===== config.mk =====
export PLATFORM = sky130hd
export DESIGN_NAME = cfgRegBuf
export DESIGN_NICKNAME = d
export VERILOG_FILES = /design/src/rtl/cfgRegBufPkg.sv /design/src/rtl/cfgRegBufCtrl.sv /design/src/rtl/cfgRegBufData.sv /design/src/rtl/cfgRegBuf.sv
export SDC_FILE = /design/constraint.sdc
export NUM_CORES = 1
export LEC_CHECK = 0
export BUFFER_PORTS_ARGS = -buffer_cell sky130_fd_sc_hd__clkbuf_2
export CAP_MARGIN = 20
export CORE_MARGIN = 1
export CORE_UTILIZATION = 50
export CTS_BUF_LIST = sky130_fd_sc_hd__clkbuf_2 sky130_fd_sc_hd__clkbuf_4 sky130_fd_sc_hd__clkbuf_8
export DETAILED_ROUTE_END_ITERATION = 10
export PLACE_DENSITY = 0.81
export SYNTH_ARGS = -nofsm -noshare
export SYNTH_HDL_FRONTEND = slang
export SYNTH_SLANG_ARGS = --single-unit

===== constraint.sdc =====
create_clock -name clk -period 1.6 [get_ports clk]
set_clock_uncertainty 0.2 [all_clocks]
set_input_delay 0.32 -clock clk [delete_from_list [all_inputs] [get_ports clk]]
set_output_delay 0.32 -clock clk [all_outputs]
set_load 0.02 [all_outputs]

===== src/rtl/cfgRegBufPkg.sv =====
package cfgRegBufPkg;

  // Strobes handed from control to datapath each cycle
  typedef struct packed {
    logic captureEn;  // load output register and parity stage
    logic narrow;     // paired (1:2) output layout
    logic useParIn;   // fold controller parity bit into partial result
    logic usePparIn;  // fold cascade input into final comparison
    logic drivePpar;  // expose partial result on cascade output
  } strobeT;

endpackage


===== src/rtl/cfgRegBufCtrl.sv =====
module cfgRegBufCtrl
  import cfgRegBufPkg::*;
#(
  parameter int CS_W    = 2,
  parameter int MIN_LOW = 2
) (
  input  logic            clk,
  input  logic            rstN,
  input  logic [1:0]      modeSel,
  input  logic [CS_W-1:0] csN,
  input  logic            mismatch,
  output strobeT          st,
  output logic            qerrN
);

  localparam int CNT_W = $clog2(MIN_LOW + 1);

  logic pairMode;
  logic roleA;
  logic roleB;
  logic csActive;
  logic vld1;
  logic vld2;
  logic evalEn;
  logic [CNT_W-1:0] lowCnt;

  assign pairMode = modeSel[0];
  assign roleA    = modeSel[0] & ~modeSel[1];
  assign roleB    = modeSel[0] & modeSel[1];
  assign csActive = ~(&csN);

  // Track which pipeline slots carry selected (checkable) data
  always_ff @(posedge clk or negedge rstN) begin
    if (!rstN) begin
      vld1 <= 1'b0;
      vld2 <= 1'b0;
    end else begin
      vld1 <= csActive;
      vld2 <= vld1;
    end
  end

  assign evalEn = vld2 & ~roleA;

  always_comb begin
    st.captureEn = csActive;
    st.narrow    = pairMode;
    st.useParIn  = ~roleB;
    st.usePparIn = roleB;
    st.drivePpar = roleA;
  end

  // Error flag with minimum low time
  always_ff @(posedge clk or negedge rstN) begin
    if (!rstN) begin
      qerrN  <= 1'b1;
      lowCnt <= '0;
    end else begin
      if (lowCnt != '0) lowCnt <= lowCnt - 1'b1;
      if (evalEn) begin
        if (mismatch) begin
          qerrN  <= 1'b0;
          lowCnt <= CNT_W'(MIN_LOW - 1);
        end else if (lowCnt == '0) begin
          qerrN <= 1'b1;
        end
      end
    end
  end

endmodule


===== src/rtl/cfgRegBufData.sv =====
module cfgRegBufData
  import cfgRegBufPkg::*;
#(
  parameter int WIDE_W     = 25,
  parameter int NARROW_W   = 14,
  parameter int CHK_WIDE   = 22,
  parameter int CHK_NARROW = 11,
  parameter int OUT_W      = 28
) (
  input  logic              clk,
  input  logic              rstN,
  input  strobeT            st,
  input  logic [WIDE_W-1:0] dIn,
  input  logic              parIn,
  input  logic              pparIn,
  output logic [OUT_W-1:0]  qOut,
  output logic              pparOut,
  output logic              mismatch
);

  localparam int COPIES = 2;
  localparam logic [WIDE_W-1:0] MASK_WIDE =
    {{(WIDE_W - CHK_WIDE){1'b0}}, {CHK_WIDE{1'b1}}};
  localparam logic [WIDE_W-1:0] MASK_NARROW =
    {{(WIDE_W - CHK_NARROW){1'b0}}, {CHK_NARROW{1'b1}}};

  logic [WIDE_W-1:0]          qReg;
  logic [COPIES*NARROW_W-1:0] fanOut;
  logic [WIDE_W-1:0]          chkMask;
  logic                       xorReg;
  logic                       partReg;

  always_ff @(posedge clk or negedge rstN) begin
    if (!rstN)            qReg <= '0;
    else if (st.captureEn) qReg <= dIn;
  end

  // Paired layout: replicate the narrow slice onto every copy
  for (genvar c = 0; c < COPIES; c++) begin : gCopy
    assign fanOut[c*NARROW_W +: NARROW_W] = qReg[NARROW_W-1:0];
  end

  assign qOut = st.narrow ? OUT_W'(fanOut) : OUT_W'(qReg);

  // Parity pipeline: data fold, then parity bit, then cascade
  assign chkMask = st.narrow ? MASK_NARROW : MASK_WIDE;

  always_ff @(posedge clk or negedge rstN) begin
    if (!rstN) begin
      xorReg  <= 1'b0;
      partReg <= 1'b0;
    end else begin
      xorReg  <= ^(dIn & chkMask);
      partReg <= xorReg ^ (st.useParIn & parIn);
    end
  end

  assign mismatch = partReg ^ (st.usePparIn & pparIn);
  assign pparOut  = st.drivePpar & partReg;

endmodule


===== src/rtl/cfgRegBuf.sv =====
module cfgRegBuf
  import cfgRegBufPkg::*;
#(
  parameter int WIDE_W     = 25,
  parameter int NARROW_W   = 14,
  parameter int CHK_WIDE   = 22,
  parameter int CHK_NARROW = 11,
  parameter int CS_W       = 2,
  parameter int MIN_LOW    = 2,
  parameter int OUT_W      = (WIDE_W > 2*NARROW_W) ? WIDE_W : 2*NARROW_W
) (
  input  logic              clk,
  input  logic              rstN,
  input  logic [1:0]        modeSel,
  input  logic [CS_W-1:0]   csN,
  input  logic [WIDE_W-1:0] dIn,
  input  logic              parIn,
  input  logic              pparIn,
  output logic [OUT_W-1:0]  qOut,
  output logic              pparOut,
  output logic              qerrN
);

  strobeT st;
  logic   mismatch;

  cfgRegBufCtrl #(
    .CS_W    (CS_W),
    .MIN_LOW (MIN_LOW)
  ) uCtrl (
    .clk      (clk),
    .rstN     (rstN),
    .modeSel  (modeSel),
    .csN      (csN),
    .mismatch (mismatch),
    .st       (st),
    .qerrN    (qerrN)
  );

  cfgRegBufData #(
    .WIDE_W     (WIDE_W),
    .NARROW_W   (NARROW_W),
    .CHK_WIDE   (CHK_WIDE),
    .CHK_NARROW (CHK_NARROW),
    .OUT_W      (OUT_W)
  ) uData (
    .clk      (clk),
    .rstN     (rstN),
    .st       (st),
    .dIn      (dIn),
    .parIn    (parIn),
    .pparIn   (pparIn),
    .qOut     (qOut),
    .pparOut  (pparOut),
    .mismatch (mismatch)
  );

endmodule


==> out/qor.yml <==
status: "complete, but fails checks"
violations: "setup timing"
cts_buffers: 5
clockPowerShare: 0.263
start_util: 0.534
cp_slowest_cell: "dfrtp_1"
die_area_mm2: 0.00352
power.share.combinational: 0.314
drt-vias-per-instance: 4.80
dp_cells: 221
netlist.area_leader.share: 0.472
synthMuxAreaShare: 0.253
period_needed_ns: 1.68
ir_drop_mv: 0.722
final.setup.tns_ns: -0.548
cts.htree.levels: 2
crit_path_end_kind: "output port"
clkLatencyLatePin_ns: 0.33
p_seq_frac: 0.423
yosysUniqueCellTypes: 20
maxSlewViolCount: 0
rr_startpoint: "uData.partReg$_DFF_PN0_"
worstHoldPathType: "in -> reg"
place_ws_ns: -0.144
drt_first_pass_iters: 4
finalHoldViolCount: 0
netlist_top_cells_area: "dfrtp_1, mux2_2, xnor2_1, buf_4, dfstp_2"
drive_gt1_frac: 0.652
hp-start: "dIn[24]"
maxCapViolations: 0
synth-async-reset-ratio: 1.00
drcViolationCount: 0
synth_commonest_cells: "mux2_2, dfrtp_1, xnor2_1"
gp_congestion: 0.703
synth_top_family_by_area: "multiplexers"
synthSimpleGateAreaFrac: 0.0396
synth-xor-area-share: 0.125
critical_path_buf_inv_count: 1
wl_per_cell_um: 13.7
final_area_mm2: 0.00226
antenna_left: 0
clk_pin_slew_ns: 0.10
yosysSeqAreaShare: 0.488
track_usage: 0.209
finalCritPeriodShare: 1.05
cp_max_fo: 3
row_count: 20
grt_pass1_wl_mm: 5.13
area_growth_syn_to_layout_pct: 37.7
cts_tree: "done"
p_int_uw: 1670
synth_warnings: 0
dp_hpwl_mm: 2.35
post_dp_cell_area_mm2: 0.00195
p_sw_frac: 0.284
worst_ep_arrival_time_ns: 1.16
p_sw_uw: 662
syn_nets: 160
cts_buffer_depth: 2
rsz0062_at_grt: "yes"
cts-root-buf: "clkbuf_4"
grt_max_degree: 27
worstSetupPathType: "reg -> out"
setup_slack_ns: -0.0756
fmax_ghz: 0.597
core_mm2: 0.00308
yosys_most_used_dff: "dfrtp_1"
fin_nets: 230
yosysMostFrequentCell: "mux2_2"
critPathLaunch: "uData.qReg[6]$_DFFE_PN0N_"
critPathTopFamily: "flip-flops"
cts_sinks: 32
p_leak_uw: 0.00110
syn_avg_cell_area_um2: 12.9
drt_iter0_drc: 37
synth_area_mm2: 0.00164
power.total_uw: 2330
ios: 63
die_width_um: 59.3
grt_pass1_vias: 1123
overflow: 0
n_antenna_cell: 0
path_cells: "mux2_4 -> buf_8"
synth_edf_count: 0
die_h_um: 59.3
required_ns: 1.08
cpPeakStageDelay_ns: 0.41
setup_viol_count_final: 11
antenna_found_initial: 0
io_buffers: 62
synthCells: 127
synth-adder-area-share: 0
startpoint_type: "register"
fin_cells: 242
synth-compound-area-share: 0.0145
worstMarginPinSlew_ns: 0.270
wl_mm: 3.31
synth_area_leader_cell: "dfrtp_1"
power_density_mw_per_mm2: 1030
ys_ff_latch: 32
max_slew_margin: 0.820
routed-via-count: 1162
==> flip-flops by register name (all words and copies together) (netlist names) <==
signal / flops
uData.xorReg: 1
uCtrl.vld2: 1
uCtrl.qerrN: 1
uData.qReg: 25
uCtrl.lowCnt: 2
uData.partReg: 1
uCtrl.vld1: 1
==> power by group through the flow <==
stage               Combinational (uW)  Sequential (uW)  Clock, uW
global placement                   589              991          0
detailed placement                 607             1000          0
global route                       791              995        668
CTS                                664              981        627
finish                             732              985        613
floorplan                          438              998          0
==> stage by stage <==
| stage | hold WS (ns) | utilization |
|---|---|---|
| after floorplan | -0.176 | - |
| after global placement | 0.000123 | 0.635 |
| after detailed placement | 0.00395 | 0.635 |
| after CTS | 0.00457 | 0.698 |
| after global routing | 0.00576 | 0.736 |
| final | 0.0178 | 0.736 |
==> what timing repair did <==
action                                 in CTS  in global routing
hold buffers                                1                  1
endpoints found under the hold margin      32                  1
pin swaps                                   0                  1
gates resized for setup                     6                 45
setup buffers                              10                  1
setup endpoints to repair                  11                 16
==> cell families after synthesis <==
family	after synthesis
xor+xnor	21
mux	37
flops	32
compound gates	4
buf+inv	20
simple gates	13
==> layout by cell type (no fill, tap or decap), drive strengths merged <==
cell type and instances:
clkinv 1, bufinv 1, mux2 36, xnor2 17, buf 32, a22o 1
xnor3 1, o21ai 1, nor2 2, dfrtp 31, and3 1, nor3 1
dlygate4sd3 2, xor2 3, mux2i 1, dfstp 1, clkbuf 53, nand2 5
inv 2, a21oi 2, and2 4
==> per-layer routing <==
layer | part of all wire | wire, um | vias up | global-route usage
li1 | - | - | 552 | -
met1 | 0.40 | 1330 | 559 | 0.235
met2 | 0.52 | 1710 | 43 | 0.356
met3 | 0.061 | 202 | 8 | 0.0611
met4 | 0.019 | 63 | 0 | 0.109
met5 | 0 | 0 | - | 0
==> layout make-up <==
type / instances / area [um2]
multi-input cells: 75 / 736
flip-flops and latches: 32 / 802
fillers: 229 / 813
clock buffers: 6 / 45.0
well taps: 44 / 55.1
clock inverters: 2 / 35.0
repair buffers: 81 / 584
inverters: 2 / 7.51
==> final timing paths <==
check                                        endpoint  slack [ns]  depth (start not counted)
hold reg to reg                  uCtrl.vld2$_DFF_PN0_        0.16                          0
setup / recovery                             qOut[20]       -0.08                          2
setup reg to reg            uCtrl.lowCnt[1]$_DFF_PN0_        0.27                          4
min in group asynchronous   uCtrl.lowCnt[1]$_DFF_PN0_        0.19                          2
max in group asynchronous  uData.qReg[22]$_DFFE_PN0N_        0.53                          3
hold / removal             uData.qReg[24]$_DFFE_PN0N_        0.02                          2
No activity file was read; power rests on OpenSTA's default activity.
